$ cat src/rtl/mmc_irq_pkg.sv
package mmc_irq_pkg;
  localparam int IRQ_W = 8;
  localparam int B_XFER = 0;
  localparam int B_PROG = 1;
  localparam int B_CMD  = 2;
  localparam int B_RXRQ = 5;
  localparam int B_TXRQ = 6;
  localparam int B_CARD = 7;
  // bit classes: sticky event flags, FIFO level requests, the rest unused
  localparam logic [IRQ_W-1:0] STICKY_BITS = IRQ_W'((1 << B_XFER) | (1 << B_PROG) | (1 << B_CMD) | (1 << B_CARD));
  localparam logic [IRQ_W-1:0] LEVEL_BITS  = IRQ_W'((1 << B_RXRQ) | (1 << B_TXRQ));
endpackage

$ cat src/rtl/mmc_irq_fifo_req.sv
module mmc_irq_fifo_req #(
  parameter int LVL_W  = 5,
  parameter int THRESH = 8
) (
  input  logic [LVL_W-1:0] rx_level,
  input  logic [LVL_W-1:0] tx_level,
  output logic             rx_req,
  output logic             tx_req
);
  localparam logic [LVL_W-1:0] TH = LVL_W'(THRESH);
  always_comb begin
    rx_req = (rx_level >= TH);
    tx_req = (tx_level < TH);
  end
endmodule

$ cat src/rtl/mmc_irq_pending.sv
module mmc_irq_pending
  import mmc_irq_pkg::*;
(
  input  logic             clk,
  input  logic             rst,
  input  logic [IRQ_W-1:0] set_vec,
  input  logic [IRQ_W-1:0] lvl_vec,
  input  logic             clr_en,
  input  logic [IRQ_W-1:0] clr_vec,
  output logic [IRQ_W-1:0] pend_q
);
  for (genvar b = 0; b < IRQ_W; b++) begin : g_bit
    if (STICKY_BITS[b]) begin : g_sticky
      always_ff @(posedge clk) begin
        if (rst)
          pend_q[b] <= 1'b0;
        else if (set_vec[b])
          pend_q[b] <= 1'b1;
        else if (clr_en && clr_vec[b])
          pend_q[b] <= 1'b0;
      end
    end else if (LEVEL_BITS[b]) begin : g_level
      always_ff @(posedge clk) begin
        if (rst) pend_q[b] <= 1'b0;
        else     pend_q[b] <= lvl_vec[b];
      end
    end else begin : g_unused
      assign pend_q[b] = 1'b0;
    end
  end
endmodule

$ cat src/rtl/mmc_irq_mask_out.sv
module mmc_irq_mask_out
  import mmc_irq_pkg::*;
(
  input  logic             clk,
  input  logic             rst,
  input  logic             ld_en,
  input  logic [IRQ_W-1:0] ld_val,
  input  logic [IRQ_W-1:0] pend,
  output logic [IRQ_W-1:0] mask_q,
  output logic             irq_q
);
  always_ff @(posedge clk) begin
    if (rst) begin
      mask_q <= '1;
      irq_q  <= 1'b0;
    end else begin
      if (ld_en) mask_q <= ld_val;
      irq_q <= |(pend & ~mask_q);
    end
  end
endmodule

$ cat src/rtl/mmc_irq_ctrl.sv
module mmc_irq_ctrl
  import mmc_irq_pkg::*;
#(
  parameter int FIFO_DEPTH = 16,
  parameter int THRESH     = FIFO_DEPTH / 2,
  parameter int LVL_W      = $clog2(FIFO_DEPTH + 1)
) (
  input  logic             clk,
  input  logic             rst,
  input  logic             ev_xfer_done,
  input  logic             ev_prog_done,
  input  logic             ev_cmd_end,
  input  logic             ev_card_irq,
  input  logic [LVL_W-1:0] rx_level,
  input  logic [LVL_W-1:0] tx_level,
  input  logic             wr_en,
  input  logic             wr_sel,
  input  logic [7:0]       wr_data,
  output logic [7:0]       pending_o,
  output logic [7:0]       mask_o,
  output logic             irq_o
);
  logic rx_req, tx_req;
  logic [IRQ_W-1:0] set_vec, lvl_vec;

  mmc_irq_fifo_req #(.LVL_W(LVL_W), .THRESH(THRESH)) u_req (
    .rx_level(rx_level), .tx_level(tx_level), .rx_req(rx_req), .tx_req(tx_req)
  );

  always_comb begin
    set_vec = '0;
    set_vec[B_XFER] = ev_xfer_done;
    set_vec[B_PROG] = ev_prog_done;
    set_vec[B_CMD]  = ev_cmd_end;
    set_vec[B_CARD] = ev_card_irq;
    lvl_vec = '0;
    lvl_vec[B_RXRQ] = rx_req;
    lvl_vec[B_TXRQ] = tx_req;
  end

  mmc_irq_pending u_pend (
    .clk(clk), .rst(rst), .set_vec(set_vec), .lvl_vec(lvl_vec),
    .clr_en(wr_en && !wr_sel), .clr_vec(wr_data), .pend_q(pending_o)
  );

  mmc_irq_mask_out u_mask (
    .clk(clk), .rst(rst), .ld_en(wr_en && wr_sel), .ld_val(wr_data),
    .pend(pending_o), .mask_q(mask_o), .irq_q(irq_o)
  );
endmodule

$ cat config.mk
export PLATFORM = sky130hd
export DESIGN_NAME = mmc_irq_ctrl
export DESIGN_NICKNAME = d
export VERILOG_FILES = /design/src/rtl/mmc_irq_pkg.sv /design/src/rtl/mmc_irq_fifo_req.sv /design/src/rtl/mmc_irq_pending.sv /design/src/rtl/mmc_irq_mask_out.sv /design/src/rtl/mmc_irq_ctrl.sv
export SDC_FILE = /design/constraint.sdc
export NUM_CORES = 1
export LEC_CHECK = 0
export ABC_AREA = 1
export BUFFER_PORTS_ARGS = -buffer_cell sky130_fd_sc_hd__buf_4
export CAP_MARGIN = 20
export CORE_ASPECT_RATIO = 1.1
export CORE_MARGIN = 2
export CORE_UTILIZATION = 40
export CTS_BUF_LIST = sky130_fd_sc_hd__clkbuf_8
export CTS_CLUSTER_DIAMETER = 200
export CTS_CLUSTER_SIZE = 25
export DETAILED_ROUTE_END_ITERATION = 8
export GPL_TIMING_DRIVEN = 0
export PLACE_DENSITY_LB_ADDON = 0.25
export SLEW_MARGIN = 10
export SYNTH_ARGS = -nofsm -noshare
export SYNTH_HDL_FRONTEND = slang
export SYNTH_SLANG_ARGS = --single-unit
$ cat constraint.sdc
create_clock -name clk -period 0.8 [get_ports clk]
set_input_delay 0.04 -clock clk [delete_from_list [all_inputs] [get_ports clk]]
set_output_delay 0.04 -clock clk [all_outputs]
set_load 0.05 [all_outputs]
# --- Word level (Yosys, flattened, before mapping) ---
# Index checks and enable logic that the tools add are counted.
op_classes:
  mux: 8
  mul: 0
  bitwise: 2
  n_lt_le_gt_ge: 2
  n_reduce_logical: 12
  n_addsub: 0
  div: 0
  shift: 0
  eq_ne: 0
op_table:
  columns: ["operator", "n"]
  rows:
  - ["8-bit AND", 1]
  - ["1-bit two-way mux", 8]
  - ["8-bit inverter", 1]
  - ["2-bit nonzero test", 4]
  - ["8-bit OR reduction", 1]
  - ["1-bit logical AND", 6]
  - ["5-bit by 4-bit greater-or-equal comparator with 1-bit output (second input constant)", 1]
  - ["5-bit by 4-bit < comparator with 1-bit output (second input constant)", 1]
  - ["1-bit logical NOT", 1]
totals:
  mem_bits_rw: 0
  latchBits: 0
  elab_cells: 32
  mem_bits_ro: 0
  memories: 0
  reg_bits: 15
  inputBits: 26
  output_inout_bits: 17

# --- Longest topological paths before layout ---
# Gate-level depths: netlist of run 1.
depth:
  word_depth: 5
  depth_mapped: 5
  mapped_depth_nobuf: 5

# --- Hierarchy ---
# Synthesis of run 1 repeated with hierarchy kept, for this count alone.
unflattened:
  cells_unflattened: 88
  hier_area_um2: 633.1
modules_own_cells:
  columns: ["mod", "instances", "seq_area_each_um2", "area_each_um2", "cells_each"]
  rows:
  - ["mmc_irq_mask_out", 1, 180.2, 374.1, 50]
  - ["mmc_irq_pending", 1, 120.1, 222.7, 29]
  - ["mmc_irq_ctrl", 1, 0.0, 21.3, 5]
  - ["mmc_irq_fifo_req", 1, 0.0, 15.0, 4]

# --- Worst setup path after synthesis of run 1 ---
# No wires, ideal clock.
synth_path:
  path_type: "reg2reg"
  from: "register u_mask.mask_q[0]"
  to: "register u_mask.irq_q"
  setup_time_ns: 0.128
  path_slack_ns: -0.303
  path_stages_with_launch: 6
  required_ns: 0.672
  period_less_slack_ns: 1.103
  n_path_buf: 0
  t_arrival_ns: 0.975
  cell_sequence: "dfxtp_1 inv_1 nand2_1 nand2_1 nor2_1 a21oi_1"
synth_between:
  elab_chain_cells: 3
synth_lines:
  columns: ["element", "line", "rtl"]
  rows:
  - ["from (decl)", "mmc_irq_mask_out.sv:9", "output logic [IRQ_W-1:0] mask_q,"]
  - ["from (signal assigned)", "mmc_irq_mask_out.sv:17", "if (ld_en) mask_q <= ld_val;"]
  - ["8-bit inverter", "mmc_irq_mask_out.sv:18", "irq_q <= |(pend & ~mask_q);"]
  - ["8-bit AND", "mmc_irq_mask_out.sv:18", null]
  - ["8-bit OR reduction", "mmc_irq_mask_out.sv:18", null]
  - ["to (signal assigned)", "mmc_irq_mask_out.sv:18", null]
  - ["to (decl)", "mmc_irq_mask_out.sv:10", "output logic irq_q"]
# No other way between the ends.
# A chain may end at the register's enable or synchronous reset.

# --- Final worst setup path of run 1 ---
layout_path:
  from: "register u_mask.mask_q[2]"
  to: "register u_mask.irq_q"
# Same word-level chain as after synthesis.

==> flow_summary.yaml, run 1 <==
outcome:
  status: "finished, violations left"
  violations: "negative hold slack, negative setup slack"
critical_path:
  criticalPathCategory: "flop to flop"
  regToRegSetupSlack_ns: -0.02
  r2r_end: "u_mask.irq_q"
  path_max_fanout: 2
  cp_slowest_cell: "dfxtp_4"
  worstPathArrival_ns: 0.93
  cp_common_cell: "nand2_1"
  critical-path-top-delay-family: "flip-flops"
  r2r-start: "u_mask.mask_q[2]"
  crit_required_ns: 0.92
  path_cells: "inv_2 -> nand2_1 -> nand2_1 -> nor2_1 -> a21oi_1"
  startpoint_type: "flop"
  slowest_delay_ns: 0.35
  r2r_cells: 5
  crit_buf_inv: 1
  crit_path_end_kind: "flop"
routing:
  drtAntennaViolNets: 0
  routed_wl_mm: 1.40
  drc: 0
  vias_per_cell: 4.56
  drtIter0Drc: 6
  dr.pass1.iters: 4
  wl_per_cell_um: 10.5
  vias: 607
power_and_ir_drop:
  vdd_drop_max_uv: 1090
  leakage_nw: 0.517
  p_per_area_mw_per_mm2: 1870
  switching_share_pct: 30.2
  switchingPower_uw: 595
  combPwrFrac_pct: 27.5
  p_clk_share_pct: 29.6
  power_frac_seq_pct: 42.9
  p_int_mw: 1.37
timing:
  setup_viol: 1
  period_share_pct: 102
  whs_ns: -0.00191
  hold_viol: 2
  rsz0062_at_grt: "yes"
  timing.final.ws_setup_ns: -0.0150
  slew_viol_final: 0
  finClkSkew_ns: 0.000457
  fmax_mhz: 1230
  period_needed_ns: 0.815
min_path:
  hold_path.class: "primary input to flop"
  hold_end: "u_mask.mask_q[4]"
  min_path_cells: 3
  holdCritStartpoint: "wr_data[4]"
place:
  io_buffers: 33
  routabilityCongestion: 0.805
  pre_cts_ws_ns: 0.0316
  placedCellCount: 125
  place_hpwl_mm: 1.03
  placed_area_um2: 883
clock_network:
  clockRootBuffer: "clkbuf_8"
  cts_made_buffers: 3
  cts_tree: "done"
  path_clk_slew_ns: 0.06
  clock_latency_ns: 0.24
  clock-sinks: 15
  htree_levels: 1
  post_cts_buffers: 0
  clockBufferDepth: 2
global_route:
  grt_antenna_before_repair: 0
  grt_pass1_vias: 506
  grt_usage_pct: 17.3
  grt_pass1_wl_mm: 2.08
  grt_overflow: 0
  grt_max_degree: 11
final_layout:
  fin_cells: 133
  final_core_util_pct: 77.2
  final_cell_area_mm2: 0.00105
  fin_nets: 144
  synthToLayoutAreaGrowth_pct: 82.1
  diodes: 0
  drive_gt1_share_pct: 50.4
floorplan:
  coreArea_mm2: 0.00137
  dieWidth_um: 40.3
  initial_utilization_pct: 42.4
  die_area_mm2: 0.00177
  rows: 14
  fp.dieH_um: 43.9
  io_pins: 43
yosys:
  yosysTopAreaCellShare_pct: 51.8
  synth_top_cell_by_area: "dfxtp_1"
  ys_seq_elements: 15
  netlist_instances: 75
  syn_area_per_cell_um2: 7.72
  ys_warn_count: 0
  synth_area_um2: 579
  seq_area_frac_synth_pct: 51.8
  synth_area_leaders: "dfxtp_1, nand2_1, o211ai_1"
  yosysUniqueCellTypes: 15
run:
  cap_violations: 0
state kept, by name, indices dropped and copies added, names as in the netlist:
name and count:
u_mask.irq_q 1, u_mask.mask_q 8, u_pend.pend_q 6
power by group through the flow:
stage          clock [mW]  sequential, mW  combinational [mW]
2_1_floorplan           0            1.02               0.121
3_3_place_gp            0           0.843               0.467
3_5_place_dp            0           0.843               0.471
4_1_cts             0.586           0.835               0.507
5_1_grt             0.640           0.851               0.571
6_report            0.583           0.844               0.540
cell usage in the layout, fill, tap and decap left out:
| cell type | synthesis | routed |
|---|---|---|
| buf_4 | 2 | 20 |
| nand2_1 | 18 | 18 |
| buf_6 | 1 | 8 |
| buf_8 | 0 | 8 |
| dfxtp_2 | 0 | 8 |
| nand3_1 | 7 | 7 |
| nor2_1 | 7 | 7 |
| inv_1 | 9 | 6 |
| dfxtp_4 | 0 | 6 |
| inv_2 | 1 | 5 |
| o211ai_1 | 5 | 5 |
| a21oi_1 | 5 | 5 |
| dlygate4sd3_1 | 0 | 4 |
| clkbuf_8 | 0 | 3 |
| conb_1 | 1 | 2 |
| nand2_2 | 1 | 1 |
| clkbuf_1 | 1 | 1 |
| o21ai_0 | 1 | 1 |
| nor3_1 | 1 | 1 |
| dfxtp_1 | 15 | 1 |
worst max-delay path by stage:
stage          slack, ns              from  cells after the start            to
3_5_place_dp        0.03  u_mask.mask_q[1]                      5  u_mask.irq_q
3_3_place_gp        0.03  u_mask.mask_q[1]                      5  u_mask.irq_q
5_1_grt            -0.06  u_mask.mask_q[1]                      5  u_mask.irq_q
4_1_cts            0.001  u_pend.pend_q[6]                      1  pending_o[6]
2_1_floorplan      -0.04  u_pend.pend_q[6]                      4  u_mask.irq_q
6_report           -0.02  u_mask.mask_q[2]                      5  u_mask.irq_q
tightest hold or removal path, stage by stage:
cell and delay, ns:
buf_4 0.07, nand2_1 0.04, nand3_1 0.05
through the flow:
step | setup TNS [ns] | total power [mW]
final | -0.0150 | 1.97
after CTS | 0 | 1.93
after global routing | -0.129 | 2.06
after floorplan | -0.0381 | 1.14
after global placement | 0 | 1.31
after detailed placement | 0 | 1.31
cell usage after synthesis (all sizes together):
library cell  instances
o21ai                 1
nand3                 7
a21oi                 5
dfxtp                15
buf                   3
nor2                  7
clkbuf                1
o211ai                5
conb                  1
nor3                  1
nand2                19
inv                  10
layer usage:
layer  vias to the layer above  global-route usage [%]  routed length, um
li1                        317                       -                  -
met1                       267                    23.6                601
met2                        21                    24.2                680
met3                         2                    7.69                108
met4                         0                    6.00                 10
met5                         -                       0                  0
layout make-up:
class                      instances  area [um^2]
sequential                        15          333
multi-input combinational         47          215
fill                              93          312
inverter                          10         37.5
clock inverter                     1         3.75
timing repair buffer              37          374
buffer                             4         30.0
tap                               16         20.0
clock buffer                       3         41.3
logic make-up after synthesis:
family                 synth area share, %
and+or+nand+nor                       24.2
DFF                                   51.8
buffers and inverters                 11.7
AOI/OAI and AO/OA                     11.7
other                                0.647
timing repair:
item / 4_1_cts / 5_1_grt
resized for setup: 11 / 14
pin swaps: 0 / 2
endpoints found under the setup margin: 11 / 13
hold endpoints to repair: 2 / 1
hold buffers: 3 / 1
Power figures use the tool's default switching activity.
==> inputs of run 2 (changes only) <==
--- a/config.mk
+++ b/config.mk
@@ -16,7 +16,7 @@
 export CTS_CLUSTER_SIZE = 25
 export DETAILED_ROUTE_END_ITERATION = 8
 export GPL_TIMING_DRIVEN = 0
-export PLACE_DENSITY_LB_ADDON = 0.25
+export PLACE_DENSITY = 0.8
 export SLEW_MARGIN = 10
 export SYNTH_ARGS = -nofsm -noshare
 export SYNTH_HDL_FRONTEND = slang
==> run 2 against run 1 <==
Compared with the run above: the run now ends clean; worst setup slack better by 0.027 ns; largest power group unchanged; count of clock-buffer cells in the layout did not move; critical endpoint is now pending_o[2]; sequential share of layout area grew 0.77 points; critical path type is now flop to primary output; utilization fell by 1.3 points.
==> flow_summary.yaml, run 2 (synthesized netlist as in run 1, its figures left out) <==
place:
  placed_area_um2: 883
  place_hpwl_mm: 1.10
  io_buffers: 33
  routabilityCongestion: 0.905
final_layout:
  diodes: 0
  fin_nets: 143
  synthToLayoutAreaGrowth_pct: 79.0
  drive_gt1_share_pct: 52.6
  multiInputGateArea_um2: 220
  largest_reg_flops: 8
  layout_common_cells: "buf_4, nand2_1, buf_6"
  final_cell_area_mm2: 0.00104
  largest_registers: "u_mask.mask_q (8), u_pend.pend_q (6), u_mask.irq_q (1)"
  layout_commonest_cell: "buf_4"
  seq_area_um2: 335
  regMostFlops: "u_mask.mask_q"
  nFillCells: 103
floorplan:
  io_pins: 43
  fp.dieH_um: 43.9
  rows: 14
  die_area_mm2: 0.00177
  initial_utilization_pct: 42.4
  coreArea_mm2: 0.00137
  dieWidth_um: 40.3
power_and_ir_drop:
  switching_share_pct: 30.5
  power_frac_seq_pct: 43.1
  leakage_nw: 0.509
  p_int_mw: 1.36
  p_per_area_mw_per_mm2: 1880
  p_total_mw: 1.95
  vdd_drop_max_uv: 1120
  switchingPower_uw: 595
  p_clk_share_pct: 29.6
  combPwrFrac_pct: 27.3
timing:
  slew_viol_final: 0
  setup_viol: 0
  final.setup.tns_ns: 0
  period_share_pct: 98.5
  period_needed_ns: 0.788
  finClkSkew_ns: 0.00219
  rsz0062_at_grt: "yes"
  hold_viol: 0
  fmax_mhz: 1270
global_route:
  grt_antenna_before_repair: 0
  grt_pass1_vias: 586
  grt_pass1_wl_mm: 2.42
  grt_usage_pct: 20.2
  grt_max_degree: 11
  grt_overflow: 0
routing:
  drtIter0Drc: 5
  wl_per_cell_um: 11.7
  drtAntennaViolNets: 0
  vias: 616
  vias_per_cell: 4.67
  routed_wl_mm: 1.55
  drc: 0
  dr.pass1.iters: 4
critical_path:
  critical-path-top-delay-family: "flip-flops"
  crit_path_end_kind: "primary output"
  startpoint_type: "flop"
  crit_buf_inv: 1
  path_max_fanout: 3
  worstPathArrival_ns: 0.75
  cp_slowest_cell: "dfxtp_2"
  criticalPathCategory: "flop to primary output"
  slowest_delay_ns: 0.35
  path_cells: "buf_6"
  crit_required_ns: 0.76
clock_network:
  clockBufferDepth: 2
  path_clk_slew_ns: 0.06
  clock-sinks: 15
  cts_made_buffers: 3
  clock_latency_ns: 0.24
  cts_tree: "done"
  clockRootBuffer: "clkbuf_8"
  htree_levels: 1
outcome:
  status: "completed"
min_path:
  hold_path.class: "primary input to flop"
run:
  cap_violations: 0
## run 2: cell count changes in the layout (fill, tap and decap cells not counted), sizes merged
cell         previous run  this run
dlygate4sd3             4         3
## run 2: final cells by class
cell class                 instances  area share (%)
sequential                        15            32.3
clock inverter                     1           0.362
inverter                          10            3.62
clock buffer                       3            3.98
buffer                             4            2.90
tap                               16            1.93
multi-input combinational         47            21.2
timing repair buffer              36            33.7
## run 2: final timing paths
check,start,endpoint,slack (ns),cells past startpoint
worst min-delay path,wr_data[3],u_mask.mask_q[3],0.005,3
worst max-delay path,u_pend.pend_q[2],pending_o[2],0.01,1
worst max register to register,u_mask.mask_q[1],u_mask.irq_q,0.02,5
worst min register to register,u_mask.mask_q[3],u_mask.mask_q[3],0.49,2
## run 2: layer usage
layer | routed length, um | part of all wire (%) | vias up | GRT usage [%]
li1 | - | - | 319 | -
met1 | 623 | 40 | 274 | 23.9
met2 | 820 | 53 | 21 | 35.2
met3 | 86 | 5.5 | 2 | 1.54
met4 | 19 | 1.2 | 0 | 10.0
met5 | 0 | 0 | - | 0
## run 2: what timing repair did
action / 4_1_cts / 5_1_grt
pin swaps: 0 / 4
resized for setup: 13 / 11
hold endpoints to repair: 2 / 0
hold buffers: 3 / 0
endpoints found under the setup margin: 11 / 8
setup buffers: 0 / 0
## run 2: through the flow
step / utilization, % / std cells / hold WS, ns / setup slack (ns)
finish: 75.9 / 132 / 0.00451 / 0.0116
global route: 75.9 / 132 / 0.00775 / -0.0505
CTS: 73.6 / 132 / 0.00212 / 0.000780
detailed placement: 64.7 / 125 / 0.199 / 0.0258
global placement: 64.7 / 125 / 0.194 / 0.0330
floorplan: - / 76 / 0.109 / -0.0381
## run 2: power by group through the flow
stage | registers (mW) | clock network (mW) | logic (mW)
after floorplan | 1.02 | 0 | 0.121
after global placement | 0.844 | 0 | 0.468
after detailed placement | 0.845 | 0 | 0.472
after CTS | 0.835 | 0.594 | 0.515
after global routing | 0.848 | 0.630 | 0.566
final | 0.842 | 0.578 | 0.533
==> inputs of run 3 (changes only) <==
--- a/config.mk
+++ b/config.mk
@@ -8,15 +8,15 @@
 export ABC_AREA = 1
 export BUFFER_PORTS_ARGS = -buffer_cell sky130_fd_sc_hd__buf_4
 export CAP_MARGIN = 20
-export CORE_ASPECT_RATIO = 1.1
 export CORE_MARGIN = 2
-export CORE_UTILIZATION = 40
+export CORE_UTILIZATION = 43
 export CTS_BUF_LIST = sky130_fd_sc_hd__clkbuf_8
 export CTS_CLUSTER_DIAMETER = 200
 export CTS_CLUSTER_SIZE = 25
 export DETAILED_ROUTE_END_ITERATION = 8
 export GPL_TIMING_DRIVEN = 0
-export PLACE_DENSITY = 0.8
+export PLACE_DENSITY = 0.85
+export SETUP_SLACK_MARGIN = 0.02
 export SLEW_MARGIN = 10
 export SYNTH_ARGS = -nofsm -noshare
 export SYNTH_HDL_FRONTEND = slang
==> constraint.sdc (replaced) <==
create_clock -name clk -period 0.91 [get_ports clk]
set_input_delay 0.0455 -clock clk [delete_from_list [all_inputs] [get_ports clk]]
set_output_delay 0.0455 -clock clk [all_outputs]
set_load 0.05 [all_outputs]
==> run 3 against run 2 <==
Compared with the run above: routed wire length fell by 1.5%; critical path depth unchanged; first-iteration DRC count up 100%; flip-flop and latch count did not move; via count grew 0.65%; worst setup slack improved by 0.063 ns; cell area fell by 8.9%.
==> flow_summary.yaml, run 3 (synthesized netlist as in run 1, its figures left out) <==
run:
  cap_violations: 0
final_layout:
  largest_registers: "u_mask.mask_q (8), u_pend.pend_q (6), u_mask.irq_q (1)"
  fin_cells: 130
  diodes: 0
  final_core_util_pct: 73.5
  layout_commonest_cell: "buf_4"
  synthToLayoutAreaGrowth_pct: 63.1
  layout_common_cells: "buf_4, nand2_1, inv_1"
  seq_area_um2: 330
  largest_reg_flops: 8
  final_cell_area_um2: 945
  fin_nets: 142
  multiInputGateArea_um2: 215
  regMostFlops: "u_mask.mask_q"
  nFillCells: 104
  drive_gt1_share_pct: 46.1
clock_network:
  post_cts_buffers: 0
  cts_tree: "done"
  clock-sinks: 15
  clockRootBuffer: "clkbuf_8"
  cts_made_buffers: 3
  cts-resized-gates: 0
  htree_levels: 1
  clockBufferDepth: 2
  path_clk_slew_ns: 0.06
  clock_latency_ns: 0.24
critical_path:
  r2r_end: "u_mask.irq_q"
  worstPathArrival_ns: 0.79
  crit_required_ns: 0.86
  critical-path-top-delay-family: "flip-flops"
  path_max_fanout: 3
  cp_num_cells: 1
  criticalPathCategory: "flop to primary output"
  path_cells: "buf_4"
  startpoint_type: "flop"
  cp_slowest_cell: "dfxtp_4"
  r2r_cells: 4
  slowest_delay_ns: 0.35
  r2r-start: "u_pend.pend_q[7]"
  crit_buf_inv: 1
  crit_path_end_kind: "primary output"
  regToRegSetupSlack_ns: 0.08
floorplan:
  io_pins: 43
  coreArea_mm2: 0.00128
  dieWidth_um: 40.7
  initial_utilization_pct: 45.1
  fp.dieH_um: 40.7
  rows: 13
  die_area_mm2: 0.00166
global_route:
  grt_pass1_wl_mm: 2.16
  grt_antenna_before_repair: 0
  grt_max_degree: 11
  grt_usage_pct: 20.3
  grt_pass1_vias: 554
  grt_overflow: 0
routing:
  drtIter0Drc: 10
  wl_per_cell_um: 11.7
  vias: 620
  vias_per_cell: 4.77
  drtAntennaViolNets: 0
  dr.pass1.iters: 4
  routed_wl_mm: 1.53
  drc: 0
power_and_ir_drop:
  p_total_mw: 1.66
  vdd_drop_max_uv: 1010
  leakage_nw: 0.487
  p_per_area_mw_per_mm2: 1760
timing:
  period_share_pct: 91.8
  hold_viol: 0
  final.setup.tns_ns: 0
  period_needed_ns: 0.835
  rsz0062_at_grt: "no"
  setup_viol: 0
  finClkSkew_ns: 0.00227
  fmax_mhz: 1200
  slew_viol_final: 0
min_path:
  min_path_cells: 3
  hold_path.class: "primary input to flop"
  holdCritStartpoint: "rx_level[4]"
  hold_end: "u_pend.pend_q[5]"
place:
  routabilityCongestion: 0.772
  io_buffers: 33
  placedCellCount: 124
  placed_area_um2: 880
  place_hpwl_mm: 1.13
outcome:
  status: "completed"
## run 3: power by group
part	internal [mW]	total (mW)	switching [mW]	leakage, nW
logic	0.154	0.427	0.272	0.334
registers	0.701	0.726	0.0254	0.126
clock network	0.298	0.510	0.212	0.0269
## run 3: area by class of cell
class | count | area share, %
sequential | 15 | 35.0
clock inverter | 1 | 0.397
timing repair buffer | 35 | 28.3
buffer | 4 | 3.18
inverter | 10 | 3.97
clock buffer | 3 | 4.37
multi-input combinational | 47 | 22.8
tap | 15 | 1.99
## run 3: how the worst max path moves through the flow
stage	to	slack, ns	start
after floorplan	u_mask.irq_q	0.06	u_mask.mask_q[0]
after global routing	u_mask.irq_q	0.03	u_pend.pend_q[7]
final	pending_o[7]	0.07	u_pend.pend_q[7]
after global placement	u_mask.irq_q	0.14	u_mask.mask_q[0]
after detailed placement	u_mask.irq_q	0.14	u_mask.mask_q[0]
after CTS	pending_o[7]	0.07	u_pend.pend_q[7]
## run 3: metrics by stage
| stage | hold slack, ns | worst slack, ns |
|---|---|---|
| 5_1_grt | 0.0128 | 0.0339 |
| 4_1_cts | 0.00285 | 0.0702 |
| 3_5_place_dp | 0.203 | 0.143 |
| 6_report | 0.00335 | 0.0746 |
| 2_1_floorplan | 0.115 | 0.0587 |
| 3_3_place_gp | 0.199 | 0.142 |
## run 3: timing repair
item,CTS,global route
endpoints found under the hold margin,1,0
hold buffers,2,0
setup endpoints to repair,0,0
## run 3: routing by layer
metal,vias up,routed length (um),GRT usage (%)
met3,4,100,5.43
li1,316,-,-
met1,272,624,21.5
met4,0,23,12.5
met5,-,0,0
met2,28,778,35.3
